--- src/rtl/hb_pkg.sv ---
package hb_pkg;

  typedef enum logic [2:0] {
    HB_PERIODIC = 3'd0,
    HB_BEGIN    = 3'd1,
    HB_END      = 3'd2,
    HB_FAIL     = 3'd3,
    HB_RESET    = 3'd4
  } hb_kind_e;

  // A limit of zero behaves as a limit of one.
  function automatic logic limit_reached(input logic [31:0] misses,
                                         input logic [31:0] limit);
    logic [31:0] eff;
    eff = (limit == 32'd0) ? 32'd1 : limit;
    return misses >= eff;
  endfunction

endpackage

--- src/rtl/hb_slot.sv ---
module hb_slot
  import hb_pkg::*;
#(
  parameter int CNT_W  = 16,
  parameter int MISS_W = 4
) (
  input  logic              clk,
  input  logic              rst_n,
  input  logic              hit,
  input  logic [2:0]        kind,
  input  logic [CNT_W-1:0]  cfg_period,
  input  logic [MISS_W-1:0] cfg_limit,
  output logic              busy,
  output logic              faulty,
  output logic              declare
);

  logic [CNT_W-1:0]  timer;
  logic [MISS_W-1:0] miss_cnt;
  logic start_ev, beat_ev, end_ev, fail_ev, miss_now, timeout_ev;

  assign start_ev   = hit && (kind == HB_BEGIN);
  assign beat_ev    = hit && (kind == HB_PERIODIC) && busy;
  assign end_ev     = hit && (kind == HB_END);
  assign fail_ev    = hit && (kind == HB_FAIL) && busy;
  assign miss_now   = busy && !(start_ev || beat_ev || end_ev) && (timer == '0);
  assign timeout_ev = miss_now &&
                      limit_reached(32'(miss_cnt) + 32'd1, 32'(cfg_limit));
  assign declare    = fail_ev || timeout_ev;

  always_ff @(posedge clk) begin
    if (!rst_n) begin
      busy     <= 1'b0;
      faulty   <= 1'b0;
      timer    <= '0;
      miss_cnt <= '0;
    end else if (start_ev) begin
      busy     <= 1'b1;
      faulty   <= 1'b0;
      timer    <= cfg_period;
      miss_cnt <= '0;
    end else if (declare) begin
      busy     <= 1'b0;
      faulty   <= 1'b1;
      miss_cnt <= '0;
    end else if (end_ev) begin
      busy     <= 1'b0;
      miss_cnt <= '0;
    end else if (beat_ev) begin
      timer    <= cfg_period;
      miss_cnt <= '0;
    end else if (busy) begin
      if (timer == '0) begin
        miss_cnt <= miss_cnt + 1'b1;
        timer    <= cfg_period;
      end else begin
        timer <= timer - 1'b1;
      end
    end
  end

endmodule

--- src/rtl/hb_idle_pick.sv ---
module hb_idle_pick #(
  parameter int N_WORKERS = 4,
  parameter int ID_W      = 2
) (
  input  logic [N_WORKERS-1:0]      idle,
  output logic [N_WORKERS-1:0]      found,
  output logic [N_WORKERS*ID_W-1:0] tgt
);

  for (genvar w = 0; w < N_WORKERS; w++) begin : g_pick
    always_comb begin
      found[w] = 1'b0;
      tgt[w*ID_W +: ID_W] = '0;
      for (int j = N_WORKERS - 1; j >= 0; j--) begin
        if (idle[j] && (j != w)) begin
          found[w] = 1'b1;
          tgt[w*ID_W +: ID_W] = ID_W'(j);
        end
      end
    end
  end

endmodule

--- src/rtl/hb_supervisor.sv ---
module hb_supervisor
  import hb_pkg::*;
#(
  parameter int N_WORKERS = 4,
  parameter int CNT_W     = 16,
  parameter int MISS_W    = 4,
  parameter int ID_W      = (N_WORKERS > 1) ? $clog2(N_WORKERS) : 1
) (
  input  logic                      clk,
  input  logic                      rst_n,
  input  logic                      hb_valid,
  input  logic [2:0]                hb_kind,
  input  logic [ID_W-1:0]           hb_id,
  input  logic [CNT_W-1:0]          cfg_period,
  input  logic [MISS_W-1:0]         cfg_miss_limit,
  input  logic                      cfg_reassign_en,
  output logic [N_WORKERS-1:0]      fault_flags,
  output logic [N_WORKERS-1:0]      restart_req,
  output logic [N_WORKERS-1:0]      reassign_req,
  output logic [N_WORKERS*ID_W-1:0] reassign_tgt,
  output logic                      task_assign,
  output logic [ID_W-1:0]           task_assign_id,
  output logic                      reset_log,
  output logic [ID_W-1:0]           reset_log_id
);

  logic [N_WORKERS-1:0]      slot_hit, slot_busy, slot_faulty, slot_declare;
  logic [N_WORKERS-1:0]      idle_vec, pick_found, go_reassign;
  logic [N_WORKERS*ID_W-1:0] pick_tgt;
  logic                      id_ok;

  assign id_ok = int'(hb_id) < N_WORKERS;

  for (genvar w = 0; w < N_WORKERS; w++) begin : g_slot
    assign slot_hit[w] = hb_valid && (hb_id == ID_W'(w));
    hb_slot #(.CNT_W(CNT_W), .MISS_W(MISS_W)) u_slot (
      .clk       (clk),
      .rst_n     (rst_n),
      .hit       (slot_hit[w]),
      .kind      (hb_kind),
      .cfg_period(cfg_period),
      .cfg_limit (cfg_miss_limit),
      .busy      (slot_busy[w]),
      .faulty    (slot_faulty[w]),
      .declare   (slot_declare[w])
    );
  end

  assign idle_vec    = ~slot_busy & ~slot_faulty;
  assign fault_flags = slot_faulty;

  hb_idle_pick #(.N_WORKERS(N_WORKERS), .ID_W(ID_W)) u_pick (
    .idle (idle_vec),
    .found(pick_found),
    .tgt  (pick_tgt)
  );

  assign go_reassign = slot_declare & pick_found & {N_WORKERS{cfg_reassign_en}};

  always_ff @(posedge clk) begin
    if (!rst_n) begin
      restart_req    <= '0;
      reassign_req   <= '0;
      reassign_tgt   <= '0;
      task_assign    <= 1'b0;
      task_assign_id <= '0;
      reset_log      <= 1'b0;
      reset_log_id   <= '0;
    end else begin
      restart_req    <= slot_declare & ~go_reassign;
      reassign_req   <= go_reassign;
      reassign_tgt   <= pick_tgt;
      task_assign    <= hb_valid && id_ok && (hb_kind == HB_END);
      task_assign_id <= hb_id;
      reset_log      <= hb_valid && id_ok && (hb_kind == HB_RESET);
      reset_log_id   <= hb_id;
    end
  end

endmodule

--- config.mk ---
export PLATFORM = sky130hd
export DESIGN_NAME = hb_supervisor
export DESIGN_NICKNAME = d
export VERILOG_FILES = /design/src/rtl/hb_pkg.sv /design/src/rtl/hb_slot.sv /design/src/rtl/hb_idle_pick.sv /design/src/rtl/hb_supervisor.sv
export SDC_FILE = /design/constraint.sdc
export NUM_CORES = 1
export LEC_CHECK = 0
export BUFFER_PORTS_ARGS = -buffer_cell sky130_fd_sc_hd__buf_2
export CELL_PAD_IN_SITES_DETAIL_PLACEMENT = 1
export CELL_PAD_IN_SITES_GLOBAL_PLACEMENT = 1
export CORE_MARGIN = 2
export CORE_UTILIZATION = 25
export CTS_BUF_LIST = sky130_fd_sc_hd__clkbuf_4 sky130_fd_sc_hd__clkbuf_8
export DETAILED_ROUTE_END_ITERATION = 8
export PLACE_DENSITY_LB_ADDON = 0.05
export SLEW_MARGIN = 20
export SYNTH_ARGS = -nofsm -noshare
export SYNTH_HDL_FRONTEND = slang
export SYNTH_HIERARCHICAL = 1
export SYNTH_SLANG_ARGS = --single-unit
--- constraint.sdc ---
create_clock -name clk -period 4.8 [get_ports clk]
set_input_delay 0.48 -clock clk [delete_from_list [all_inputs] [get_ports clk]]
set_output_delay 0.48 -clock clk [all_outputs]
set_load 0.02 [all_outputs]
==> results of run 1 <==
[flip-flops by register name (all words and copies together) (netlist names)]
register / cells
g_slot.u_slot/faulty: 4
reset_log: 1
g_slot.u_slot/timer: 64
reassign_tgt: 8
g_slot.u_slot/miss_cnt: 16
reassign_req: 4
restart_req: 4
reset_log_id: 2
g_slot.u_slot/busy: 4
task_assign: 1
[cell families after synthesis]
logic type,Yosys count
compound gates,288
xor+xnor,24
fa+ha+maj,28
buf+inv,93
flops,108
mux,20
simple gates,381
[worst reg2reg max path: stages, from the launching register on]
cell	delay, ns
dfxtp_1	0.43
nand3_1	0.20
xnor2_1	0.18
ha_1	0.27
o21ai_0	0.07
o21ai_0	0.53
a21o_1	0.70
a221oi_2	0.17
a311oi_1	0.27
[placed cells by master, fill, tap and decap left out, types with 7 or more instances in the layout]
cell type / netlist / final
a22o_1: 8 / 8
nor3_4: 8 / 8
buf_2: 13 / 54
o21a_1: 12 / 12
a31oi_1: 20 / 20
xor2_1: 16 / 16
or3_2: 8 / 8
a21oi_1: 88 / 88
nand3_1: 28 / 28
and2_2: 22 / 22
o211ai_1: 12 / 12
nor3_2: 8 / 9
nand2_1: 81 / 81
o21ai_0: 48 / 48
mux2i_1: 8 / 8
or3_1: 12 / 12
nor3b_1: 7 / 7
o311ai_0: 16 / 16
nor4_1: 32 / 32
nand2b_1: 14 / 14
o22ai_1: 16 / 16
xnor2_1: 8 / 8
a31o_2: 8 / 8
inv_1: 32 / 32
clkbuf_8: 12 / 13
ha_1: 28 / 28
nor2_1: 87 / 87
mux2_2: 8 / 8
nand3b_1: 8 / 8
buf_4: 14 / 11
dfxtp_1: 108 / 108
nor3_1: 24 / 23
[power by group]
group          internal [mW]  total [mW]  switching (mW)
Combinational          0.210       0.608           0.398
Sequential             0.909       0.927          0.0176
Clock                  0.249       0.614           0.365
Total                   1.37        2.15           0.780
[per-layer routing]
layer	global-route usage [%]	part of all wire, %	wire, um
met1	25.7	49	14700
met5	0	0	0
met4	4.97	1.5	442
met3	1.92	2.4	729
met2	30.5	47	14000
[metrics by stage]
stage,hold slack (ns),worst slack [ns],total power [mW]
detailed placement,0.471,1.72,1.56
global placement,0.471,1.72,1.56
finish,0.333,1.91,2.15
global route,0.320,1.62,2.28
floorplan,0.449,2.44,1.40
CTS,0.299,1.93,2.19
[worst paths after layout]
path	to	slack, ns	cells after the start
max	g_slot[3].u_slot/timer[1]	1.91	8
min	reset_log_id[0]	0.33	2
max reg2reg	g_slot[3].u_slot/timer[1]	1.91	8
min reg2reg	g_slot[3].u_slot/miss_cnt[1]	0.48	2
[final cells by class]
type                            instances  area (sq um)
Multi-Input combinational cell        741          4990
Inverter                               32           120
Sequential cell                       108          2160
Clock buffer                           14           186
Clock inverter                          1          5.00
Fill cell                            3729         22400
Timing Repair Buffer                   65           353
Tap cell                              396           495
==> flow_summary.toml, run 1 <==
[worst_hold_path]
hold_path_class = "input pin to flip-flop"
hp-start = "hb_id[0]"

[die]
core_area_sq_um = 30700
die_height_um = 181
die_width_um = 181
num_io_pins = 55
dieArea_sq_um = 32600
start_util_pct = 25.4
rows = 64

[pwr]
ir_drop_v = 0.000118
p_per_area_nw_per_um2 = 259
p_leak_nw = 3.20

[sta]
fmax_mhz = 346
grt_setup_unrepaired = "false"
skew_ns = 0.0152
slew_violations = 0
finalCriticalPeriod_ns = 2.89
timing_worst_slew_pin_value_ns = 0.816
finalSetupTns_ns = 0
finalHoldViolations = 0
final.period_utilization_pct = 60.3
slew-limit-headroom_pct = 45.6
setup-violations-final = 0

[yosys]
synth_top_area_share_pct = 27.7
synthesis.nets = 999
yosys-mux-area-fraction_pct = 2.95
yosys.cell_count.top_type = "dfxtp_1"
yosysWarningCount = 6
synthAdderAreaFrac_pct = 4.49
synth_cell_types = 66
synth_xor_area_share_pct = 2.70
yosysTopAreaCell = "dfxtp_1"
ys_seq_area_share_pct = 27.7
synth_common_cells = "108 x dfxtp_1, 88 x a21oi_1, 87 x nor2_1, 81 x nand2_1, 48 x o21ai_0"
synth-async-reset-ratio_pct = 0
synth_edf_count = 0
synthCells = 942
yosys_register_bits = 108
synthSimpleGateAreaFrac_pct = 28.3
ys_top_cells_by_area = "dfxtp_1 28%, a21oi_1 5.6%, ha_1 4.5%"
synth_compound_area_share_pct = 25.5
synth_top_family_by_area = "simple AND/OR/NAND/NOR gates"
ys.flop_type = "dfxtp_1"
synth.avg_cell_area_sq_um = 8.28
syn_area_sq_um = 7800

[placed_design]
gp_congestion = 0.759
dp.cells = 1342
dpl-instance-area_sq_um = 8120
port_buffers = 54
dp_hpwl_um = 20700

[layout]
instances_no_fill = 1357
antenna-diode-count = 0
area_growth_syn_to_layout_pct = 6.58
utilization_pct = 27.1
nets = 1014
final_area_sq_um = 8310
drive_gt1_share_pct = 19.5

[global_route]
grt_usage_pct = 18.5
grt_first_pass_wirelength_um = 46500
grt_max_degree = 27
overflow = 0
grt_pass1_vias = 7371
antenna_found_initial = 0

[worst_setup_path]
critPathMaxStageDelay_ns = 0.70
path_buf_inv = 0
crit_path_end_kind = "flip-flop"
critical_path.most_common_cell = "o21ai_0"
worstSetupPathType = "flip-flop to flip-flop"
cp_cell_sequence = "nand3_1, xnor2_1, ha_1, o21ai_0, o21ai_0, a21o_1, a221oi_2, a311oi_1"
cp_max_fo = 18
crit_family = "compound AO/OA/AOI/OAI gates"
cp.required_ns = 5.14
reg2reg_from = "g_slot[3].u_slot/miss_cnt[0]"
cp_data_arrival_time_ns = 3.23
critPathLaunchType = "flip-flop"
cpMaxStageDelayCell = "a21o_1"
startpoint = "g_slot[3].u_slot/miss_cnt[0]"

[clocking]
cts_max_level = 3
cts_tree = "built"
postCtsSetupRepairBufs = 0
holdBufCountCts = 0
cts.sinks = 108
cts.repair.resized = 0
root_buffer = "clkbuf_8"
clkLatencyLatePin_ns = 0.43
cts_made_buffers = 9
clockBufferDepth = 2
clkTransAtPathRegs_ns = 0.11

[run]
drv_cap = 0

[route]
vias_per_cell = 5.28
wire_per_inst_um = 22.0
antenna_left = 0
num_vias = 7167
drt_drc_violations_left = 0
drtPass1Iterations = 4
drt_iter0_drc = 352
drt-total-wl_um = 29900

[run_status]
status = "finished, final reports clean"
Power figures use the tool's default switching activity.
==> run 2, diff against run 1 <==
clock period = 2.7 ns   (was 4.8 ns; I/O delays follow)
==> flow_summary.toml, run 2 (synthesis results as in run 1) <==
[global_route]
grt_usage_pct = 18.9
grt_max_degree = 22
overflow = 0
grt_pass1_vias = 7690
grt_first_pass_wirelength_um = 47800
antenna_found_initial = 0

[sta]
final.period_utilization_pct = 94.6
grt_setup_unrepaired = "false"
timing_worst_slew_pin_value_ns = 0.774
fmax_mhz = 392
finalHoldViolations = 0
slew-limit-headroom_pct = 48.4
finalCriticalPeriod_ns = 2.55
setup-violations-final = 0
skew_ns = 0.0209
slew_violations = 0

[worst_hold_path]
hold_path_class = "input pin to flip-flop"

[layout]
nets = 1087
largest_reg_flops = 64
layout_common_cells = "107 x dfxtp_1, 88 x a21oi_1, 87 x nor2_1, 81 x nand2_1, 79 x buf_4"
final_common_cell = "dfxtp_1"
multi_input_area_sq_um = 4990
antenna-diode-count = 0
area_growth_syn_to_layout_pct = 14.5
largest-register = "g_slot.u_slot/timer"
seq_area_sq_um = 2160
utilization_pct = 29.1
drive_gt1_share_pct = 25.5
fillCellCount = 3693
final_area_sq_um = 8930
biggestRegsByFlops = "g_slot.u_slot/timer: 64 flops, g_slot.u_slot/miss_cnt: 16 flops, reassign_tgt: 8 flops"

[clocking]
cts.repair.resized = 0
cts_tree = "built"
holdBufCountCts = 0
clockBufferDepth = 2
clkTransAtPathRegs_ns = 0.11
cts_max_level = 3
cts.sinks = 108
postCtsSetupRepairBufs = 0
root_buffer = "clkbuf_8"
clkLatencyLatePin_ns = 0.42
cts_made_buffers = 9

[die]
dieArea_sq_um = 32600
core_area_sq_um = 30700
num_io_pins = 55
die_width_um = 181
rows = 64
start_util_pct = 25.4
die_height_um = 181

[worst_setup_path]
cp.required_ns = 3.00
cp_max_fo = 18
critical_path.most_common_cell = "ha_1"
critPathMaxStageDelay_ns = 0.36
worstSetupPathType = "flip-flop to flip-flop"
cp_cell_sequence = "ha_1, ha_1, a211oi_1, o21ai_0, buf_4, a21o_1, buf_12, o311ai_0, a21oi_1"
crit_path_end_kind = "flip-flop"
critPathLaunchType = "flip-flop"
crit_family = "compound AO/OA/AOI/OAI gates"
cpMaxStageDelayCell = "ha_1"
path_buf_inv = 2
cp_data_arrival_time_ns = 2.85

[route]
wire_per_inst_um = 21.2
vias_per_cell = 5.23
drtPass1Iterations = 5
num_vias = 7487
drt_drc_violations_left = 0
drt_iter0_drc = 313
antenna_left = 0
drt-total-wl_um = 30400

[pwr]
ir_drop_v = 0.000213
p_leak_nw = 3.58
p_per_area_nw_per_um2 = 443

[run_status]
status = "finished, final reports clean"

[placed_design]
dp_hpwl_um = 22200
dpl-instance-area_sq_um = 8720
port_buffers = 54
gp_congestion = 0.758

[run]
drv_cap = 0
run 2: per-layer routing:
layer	GRT usage, %	up-vias	wire (um)
li1	-	3663	-
met2	30.9	107	13900
met1	26.5	3701	15300
met4	3.35	0	327
met5	0	-	0
met3	3.01	16	806
run 2: final timing paths:
kind,startpoint,to,slack [ns],cells past startpoint
max,g_slot[0].u_slot/miss_cnt[0],g_slot[0].u_slot/timer[2],0.15,9
min,hb_id[0],reset_log_id[0],0.13,2
max reg2reg,g_slot[0].u_slot/miss_cnt[0],g_slot[0].u_slot/timer[2],0.15,9
min reg2reg,g_slot[2].u_slot/miss_cnt[1],g_slot[2].u_slot/miss_cnt[1],0.49,2
run 2: power breakdown:
| part | internal, mW | leakage [nW] | total, mW | switching, mW |
|---|---|---|---|---|
| registers | 1.62 | 0.872 | 1.65 | 0.0293 |
| logic | 0.461 | 2.60 | 1.19 | 0.728 |
| clock network | 0.476 | 0.107 | 1.12 | 0.644 |
run 2: through the flow:
step | hold slack (ns) | setup slack, ns | power (mW) | cells | TNS (ns)
2_1_floorplan | 0.340 | 0.547 | 2.48 | 942 | 0
3_3_place_gp | 0.469 | 0.0348 | 2.88 | 1415 | 0
3_5_place_dp | 0.472 | -0.00521 | 2.88 | 1415 | -0.00521
4_1_cts | 0.0845 | 0.0340 | 4.06 | 1431 | 0
5_1_grt | 0.108 | 0.0260 | 4.22 | 1431 | 0
6_report | 0.129 | 0.146 | 3.95 | 1431 | 0
run 2: area by class of cell:
cell class	instances	area share [%]
clock inverter	4	0.547
timing repair buffer	138	10.7
clock buffer	12	1.71
sequential	108	24.2
tap	396	5.55
inverter	32	1.35
multi-input combinational	741	55.9
run 2: worst reg2reg max path, cell delays in order, from the launching register on:
cell      delay (ns)
dfxtp_1         0.33
ha_1            0.36
ha_1            0.29
a211oi_1        0.31
o21ai_0         0.15
buf_4           0.18
a21o_1          0.19
buf_12          0.16
o311ai_0        0.35
a21oi_1         0.12
==> run 3, diff against run 2 <==
SETUP_SLACK_MARGIN = 0.2   (was not set)
==> flow_summary.toml, run 3 (synthesis results as in run 1) <==
[run_status]
status = "finished, final reports clean"

[die]
num_io_pins = 55
start_util_pct = 25.4
die_height_um = 181
core_area_sq_um = 30700
rows = 64
dieArea_sq_um = 32600
die_width_um = 181

[sta]
setup_slack_ns = 0.314
slew_violations = 0
skew_ns = 0.0222
timing_worst_slew_pin_value_ns = 0.686
finalHoldViolations = 0
finalCriticalPeriod_ns = 2.39
slew-limit-headroom_pct = 54.1
final.period_utilization_pct = 88.4
finalSetupTns_ns = 0
setup-violations-final = 0
grt_setup_unrepaired = "true"
fmax_mhz = 419
hold_slack_ns = 0.130

[worst_setup_path]
cp_max_fo = 18
rrSetupSlack_ns = 0.31
cp_data_arrival_time_ns = 2.70
reg2reg_from = "g_slot[0].u_slot/miss_cnt[0]"
cp_cell_sequence = "ha_1, ha_1, a211oi_2, o21ai_0, buf_4, a21o_1, buf_12, o311ai_0, a21oi_1"
critPathMaxStageDelay_ns = 0.35
cpMaxStageDelayCell = "ha_1"
worstSetupPathType = "flip-flop to flip-flop"
cp.required_ns = 3.01
critical_path.most_common_cell = "ha_1"
critPathLaunchType = "flip-flop"
crit_path_end_kind = "flip-flop"
startpoint = "g_slot[0].u_slot/miss_cnt[0]"

[worst_hold_path]
hp-start = "hb_id[0]"
hold_path_class = "input pin to flip-flop"

[pwr]
p_seq_share_pct = 41.5
p_per_area_nw_per_um2 = 439
clockPowerShare_pct = 28.2
combPwrFrac_pct = 30.3
p_leak_nw = 3.61
p_int_mw = 2.56
switching_share_pct = 35.5
ir_drop_v = 0.000214
switching_power_mw = 1.41

[placed_design]
dpl-instance-area_sq_um = 8720
pre_cts_ws_ns = -0.00521
gp_congestion = 0.758
dp_hpwl_um = 22200
port_buffers = 54

[route]
antenna_left = 0
drt-total-wl_um = 30500
num_vias = 7483
vias_per_cell = 5.22
wire_per_inst_um = 21.3
drt_iter0_drc = 370
drt_drc_violations_left = 0
drtPass1Iterations = 5

[layout]
largest-register = "g_slot.u_slot/timer"
largest_reg_flops = 64
drive_gt1_share_pct = 26.7
nets = 1090
final_area_sq_um = 9040
final_common_cell = "dfxtp_1"
fillCellCount = 3683
area_growth_syn_to_layout_pct = 16.0
layout_common_cells = "102 x dfxtp_1, 88 x a21oi_1, 87 x nor2_1, 81 x nand2_1, 79 x buf_4"
antenna-diode-count = 0
biggestRegsByFlops = "g_slot.u_slot/timer: 64 flops, g_slot.u_slot/miss_cnt: 16 flops, reassign_tgt: 8 flops"

[clocking]
clockBufferDepth = 2
cts_tree = "built"
cts_max_level = 3
cts.sinks = 108
clkLatencyLatePin_ns = 0.42
root_buffer = "clkbuf_8"
clkTransAtPathRegs_ns = 0.12
cts_made_buffers = 9

[global_route]
antenna_found_initial = 0
grt_first_pass_wirelength_um = 47800
grt_pass1_vias = 7690
grt_max_degree = 22
overflow = 0
grt_usage_pct = 19.0

[run]
drv_cap = 0
-- run 3: path summary, 6_finish.rpt --
| path | to | cells past startpoint |
|---|---|---|
| hold / removal | reset_log_id[0] | 2 |
| setup / recovery | g_slot[0].u_slot/timer[9] | 9 |
| setup reg to reg | g_slot[0].u_slot/timer[9] | 9 |
| hold reg to reg | g_slot[3].u_slot/miss_cnt[1] | 2 |
-- run 3: per-stage QoR --
stage | power [mW] | utilization, % | instances
after detailed placement | 2.88 | 28.4 | 1415
after global routing | 4.23 | 29.5 | 1434
after floorplan | 2.48 | - | 942
final | 3.97 | 29.5 | 1434
after global placement | 2.88 | 28.4 | 1415
after CTS | 4.06 | 29.1 | 1431
-- run 3: final cells by class --
type	instances	area (sq um)	area share, %
Tap cell	396	495	5.48
Sequential cell	108	2170	24.0
Multi-Input combinational cell	741	5050	55.8
Clock buffer	12	153	1.69
Timing Repair Buffer	141	1010	11.1
Inverter	32	120	1.33
Clock inverter	4	48.8	0.540
-- run 3: critical path: cells and delay by family, from the launching register on --
kind            cells  cell delay [ns]
compound gates      5             0.95
fa+ha+maj           2             0.65
flops               1             0.33
buf+inv             2             0.33
-- run 3: timing repair --
item,in CTS,in global routing
pin swaps,0,1
setup buffers,0,3
cloned,0,0
resized for setup,5,26
setup endpoints to repair,17,52
hold buffers,0,0
-- run 3: per-layer routing --
metal | track usage [%] | vias up | wire [um]
met3 | 3.01 | 15 | 767
met1 | 26.5 | 3699 | 15500
met2 | 30.9 | 106 | 14000
met4 | 3.35 | 0 | 327
li1 | - | 3663 | -
met5 | 0 | - | 0
-- run 3: power groups by stage --
stage	Sequential, mW	Clock (mW)	Combinational [mW]
4_1_cts	1.65	1.21	1.20
6_report	1.65	1.12	1.20
3_3_place_gp	1.68	0	1.20
3_5_place_dp	1.68	0	1.19
2_1_floorplan	1.68	0	0.806
5_1_grt	1.65	1.26	1.32
